$ cat src/rtl/act_led_pkg.sv
package act_led_pkg;

    typedef enum logic [1:0] {
        ST_DARK  = 2'd0,
        ST_LIT   = 2'd1,
        ST_FLASH = 2'd2,
        ST_JAM   = 2'd3
    } led_state_t;

    function automatic int half_cycles(input int clk_hz, input int blink_hz);
        return clk_hz / (2 * blink_hz);
    endfunction

    function automatic int stuck_cycles(input int clk_hz, input int stuck_us);
        return ((clk_hz / 1000) * stuck_us) / 1000;
    endfunction

endpackage

$ cat src/rtl/act_led_prescaler.sv
module act_led_prescaler #(
    parameter int HALF_CYC = 1_250_000
) (
    input  logic clk,
    input  logic rst,
    input  logic run,
    output logic tick
);
    localparam int CW = (HALF_CYC > 1) ? $clog2(HALF_CYC) : 1;
    localparam logic [CW-1:0] LAST = CW'(HALF_CYC - 1);

    logic [CW-1:0] cnt_q;

    assign tick = run && (cnt_q == LAST);

    always_ff @(posedge clk) begin
        if (rst || !run) begin
            cnt_q <= '0;
        end else if (tick) begin
            cnt_q <= '0;
        end else begin
            cnt_q <= cnt_q + 1'b1;
        end
    end
endmodule

$ cat src/rtl/act_led_col_watch.sv
module act_led_col_watch #(
    parameter int STUCK_CYC = 25_000
) (
    input  logic clk,
    input  logic rst,
    input  logic col,
    output logic stuck
);
    localparam int SW = $clog2(STUCK_CYC + 1);
    localparam logic [SW-1:0] LIMIT = SW'(STUCK_CYC);

    logic [SW-1:0] run_q;

    assign stuck = (run_q == LIMIT);

    always_ff @(posedge clk) begin
        if (rst || !col) begin
            run_q <= '0;
        end else if (!stuck) begin
            run_q <= run_q + 1'b1;
        end
    end
endmodule

$ cat src/rtl/act_led_ctrl.sv
module act_led_ctrl
    import act_led_pkg::*;
#(
    parameter int CLK_HZ   = 25_000_000,
    parameter int BLINK_HZ = 10,
    parameter int STUCK_US = 1000
) (
    input  logic clk,
    input  logic rst,
    input  logic media_tp,
    input  logic link_ok,
    input  logic tx_busy,
    input  logic crs,
    input  logic col,
    output logic led
);
    localparam int HALF_CYC  = half_cycles(CLK_HZ, BLINK_HZ);
    localparam int STUCK_CYC = stuck_cycles(CLK_HZ, STUCK_US);

    led_state_t state_q, state_nx, settle_st;
    logic activity, blinking, tick, stuck;

    assign activity  = tx_busy | crs;
    assign blinking  = (state_q == ST_FLASH);
    assign settle_st = (media_tp && link_ok) ? ST_DARK : ST_LIT;

    act_led_prescaler #(.HALF_CYC(HALF_CYC)) u_pre (
        .clk  (clk),
        .rst  (rst),
        .run  (blinking),
        .tick (tick)
    );

    act_led_col_watch #(.STUCK_CYC(STUCK_CYC)) u_col (
        .clk   (clk),
        .rst   (rst),
        .col   (col),
        .stuck (stuck)
    );

    // next-state: start, tail, settle, release; jam overrides all
    always_comb begin
        state_nx = state_q;
        unique case (state_q)
            ST_DARK, ST_LIT: state_nx = activity ? ST_FLASH : settle_st;
            ST_FLASH:        state_nx = !tick ? ST_FLASH
                                      : (activity ? ST_FLASH : settle_st);
            ST_JAM:          state_nx = activity ? ST_FLASH : settle_st;
            default:         state_nx = ST_LIT;
        endcase
        if (stuck) begin
            state_nx = ST_JAM;
        end
    end

    // state register
    always_ff @(posedge clk) begin
        if (rst) begin
            state_q <= ST_LIT;
        end else begin
            state_q <= state_nx;
        end
    end

    // output register
    always_ff @(posedge clk) begin
        if (rst) begin
            led <= 1'b1;
        end else begin
            unique case (state_nx)
                ST_DARK:  led <= 1'b0;
                ST_LIT:   led <= 1'b1;
                ST_JAM:   led <= 1'b1;
                ST_FLASH: if (!blinking || tick) led <= ~led;
                default:  led <= 1'b1;
            endcase
        end
    end
endmodule

$ cat config.mk
export PLATFORM = sky130hd
export DESIGN_NAME = act_led_ctrl
export DESIGN_NICKNAME = d
export VERILOG_FILES = /design/src/rtl/act_led_pkg.sv /design/src/rtl/act_led_prescaler.sv /design/src/rtl/act_led_col_watch.sv /design/src/rtl/act_led_ctrl.sv
export SDC_FILE = /design/constraint.sdc
export NUM_CORES = 1
export LEC_CHECK = 0
export BUFFER_PORTS_ARGS = -buffer_cell sky130_fd_sc_hd__buf_2
export CORE_MARGIN = 1
export CORE_UTILIZATION = 50
export DETAILED_ROUTE_END_ITERATION = 8
export PLACE_DENSITY = 0.7
export SLEW_MARGIN = 25
export SYNTH_ARGS = -nofsm -noshare
export SYNTH_HDL_FRONTEND = slang
export SYNTH_SLANG_ARGS = --single-unit
export TNS_END_PERCENT = 50
$ cat constraint.sdc
create_clock -name clk -period 2.3 [get_ports clk]
set_clock_uncertainty 0.15 [all_clocks]
set_input_delay 0.115 -clock clk [delete_from_list [all_inputs] [get_ports clk]]
set_output_delay 0.115 -clock clk [all_outputs]
set_load 0.1 [all_outputs]
==> results.json <==
{
  "async_flop_share": 0,
  "cts_buffers": 5,
  "die_area_um2": 3890,
  "synthesis.instances": 213,
  "status": "finished, final reports clean",
  "finalSetupTns_ns": 0,
  "core-area_um2": 3420,
  "power.density_nw_per_um2": 603,
  "yosysSeqAreaShare": 0.429,
  "grt_max_degree": 22,
  "holdPathEnd": "state_q[0]$_SDFF_PP1_",
  "yosys-top-cells-count": "dfxtp_1, nor2_1, nand2_1",
  "antennaDiodeCount": 0,
  "clockBufferDepth": 2,
  "ys_types": 41,
  "setup_viol_count_final": 0,
  "ant_nets": 0,
  "post-route-util": 0.595,
  "dr.pass1.iters": 4,
  "synth_ff_type": "dfxtp_1",
  "synth.most_common_cell": "dfxtp_1",
  "ctsHtreeMaxLevel": 2,
  "min_period_ns": 2.17,
  "regArea_um2": 781,
  "cts_setup_buffers": 0,
  "die_w_um": 62.4,
  "syn_area_um2": 1820,
  "cts_tree": "built",
  "nNetsFinal": 237,
  "die_h_um": 62.4,
  "antenna_found_initial": 0,
  "ys_warn_count": 0,
  "grt_pass1_vias": 1365,
  "wl_um": 3360,
  "critPathKind": "register to register",
  "p_leak_uw": 0.000631,
  "ys_ff_latch": 39,
  "drt_iter0_markers": 95,
  "synth.top_cells.by_area": "dfxtp_1, xnor2_1, nor2_1",
  "io_pins": 8,
  "min_from": "media_tp",
  "grt_usage": 0.188,
  "routed_via_density": 5.54,
  "tightest_slew_ns": 0.479,
  "clk_pin_slew_worst_paths_ns": 0.12,
  "syn_to_final_growth_pct": 11.5,
  "holdPathStages": 3,
  "slew_headroom": 0.680,
  "cp-start-kind": "register",
  "cts_sinks": 39,
  "grt_pass1_wl_um": 5840,
  "initial_core_util": 0.533,
  "multiInputGateArea_um2": 990,
  "num-fill-cells": 306,
  "worstPathMaxFanout": 8,
  "vdd_ir_drop_max_v": 0.000371,
  "synth_top_area_frac": 0.429,
  "portBuffers": 7,
  "r2r-end": "u_pre.cnt_q[18]$_SDFF_PP0_",
  "min_path_type": "primary input to register",
  "fmax_mhz": 461,
  "worst_setup_path_end_kind": "register",
  "cts_root_buf": "clkbuf_4",
  "synth_fp_nets": 223,
  "reg2reg_depth": 5,
  "drv_cap": 0,
  "rows": 21,
  "syn-mean-instance-area_um2": 8.55,
  "rsz0062_at_grt": "false",
  "worstPathRequired_ns": 2.43,
  "grt_remaining_overflow": 0,
  "place.gp.congestion": 0.825,
  "reg2reg_slack_ns": 0.13,
  "dr_total_vias": 1517,
  "synth_edf_count": 0,
  "worstPathArrival_ns": 2.31,
  "clock_latency_ns": 0.35,
  "drc": 0,
  "wl_per_cell_um": 12.3,
  "slew_viol_final": 0,
  "drive_above_1_share": 0.0965,
  "hold_viol": 0,
  "dp_hpwl_um": 2440,
  "finalCritPeriodShare": 0.944,
  "yosysTopAreaCell": "dfxtp_1",
  "reg2reg_from": "u_pre.cnt_q[0]$_SDFF_PP0_"
}
[worst max-delay path, cell delays in order (launching register included)]
cell and delay (ns):
dfxtp_1 0.40, ha_1 0.23, nand3_2 0.14, or4_4 0.60
or4_1 0.42, a21oi_1 0.18
[flip-flops by register name, indices dropped and copies added (netlist names)]
register	cells
state_q	2
led	1
u_col.run_q	15
u_pre.cnt_q	21
[cell type report]
type	instances	area share
Tap cell	46	0.0283
Inverter	9	0.0166
Multi-Input combinational cell	160	0.487
Clock inverter	2	0.0173
Timing Repair Buffer	12	0.0407
Sequential cell	39	0.384
Clock buffer	6	0.0253
[through the flow]
step                worst slack [ns]  power, uW  cells  area [um^2]  hold WS [ns]
floorplan                      0.219        743    213         1820        0.0344
global placement               0.169        755    262         1900         0.155
detailed placement            0.0916        758    262         1900         0.169
CTS                           0.0831       1240    274         2030       0.00474
global route                  0.0307       1280    274         2030        0.0222
finish                         0.130       1220    274         2030        0.0195
[worst max-delay path by stage]
stage	startpoint	slack, ns	to
after floorplan	u_pre.cnt_q[0]$_SDFF_PP0_	0.22	u_pre.cnt_q[20]$_SDFF_PP0_
after global placement	u_pre.cnt_q[0]$_SDFF_PP0_	0.17	u_pre.cnt_q[20]$_SDFF_PP0_
after detailed placement	u_pre.cnt_q[0]$_SDFF_PP0_	0.09	u_pre.cnt_q[18]$_SDFF_PP0_
after CTS	u_pre.cnt_q[0]$_SDFF_PP0_	0.08	u_pre.cnt_q[18]$_SDFF_PP0_
after global routing	u_col.run_q[0]$_SDFFE_PP0N_	0.03	u_col.run_q[1]$_SDFFE_PP0N_
final	u_pre.cnt_q[0]$_SDFF_PP0_	0.13	u_pre.cnt_q[18]$_SDFF_PP0_
[cells by family (layout without fill, tap and decap cells)]
group	Yosys count	in the layout	synth area share
buffers and inverters	14	29	0.0302
flip-flops	39	39	0.429
AND/OR/NAND/NOR	105	105	0.315
adder cells (fa/ha/maj)	3	3	0.0206
multiplexers	1	1	0.00549
XOR/XNOR	21	21	0.101
AO/OA/AOI/OAI	30	30	0.0989
[cells in the final DEF (no fill, tap or decap), types with 2 or more instances in the layout]
| master | n |
|---|---|
| dlygate4sd3_1 | 4 |
| a21oi_1 | 12 |
| nor2b_1 | 2 |
| nor3_1 | 4 |
| buf_2 | 7 |
| nor2_1 | 28 |
| and3_1 | 3 |
| dfxtp_1 | 39 |
| o31ai_1 | 3 |
| nand3_1 | 10 |
| o21ai_0 | 9 |
| nand4_1 | 4 |
| xor2_1 | 7 |
| xnor2_1 | 14 |
| inv_1 | 9 |
| or4_1 | 6 |
| clkbuf_4 | 5 |
| and2_1 | 2 |
| nor4_1 | 3 |
| ha_1 | 3 |
| or3_1 | 10 |
| nand2_1 | 18 |
| nor4b_1 | 3 |
[power breakdown]
group | switching [uW] | internal, uW | leakage (uW) | total [uW]
Sequential | 5.26 | 682 | 0.000315 | 687
Combinational | 37.7 | 23.4 | 0.000267 | 61.2
Clock | 219 | 257 | 0.0000482 | 476
[layer usage]
layer	vias to the layer above	routed length, um	GRT usage
li1	779	-	-
met3	6	156	0.0441
met1	696	1710	0.262
met2	36	1450	0.282
met4	0	50	0.0698
met5	-	0	0
[repair_timing]
action                                  CTS  global route
gates resized for setup                   0             1
hold buffers                              4             0
endpoints found under the setup margin    0             2
endpoints found under the hold margin     3             0
(Power assumes the default switching activity.)
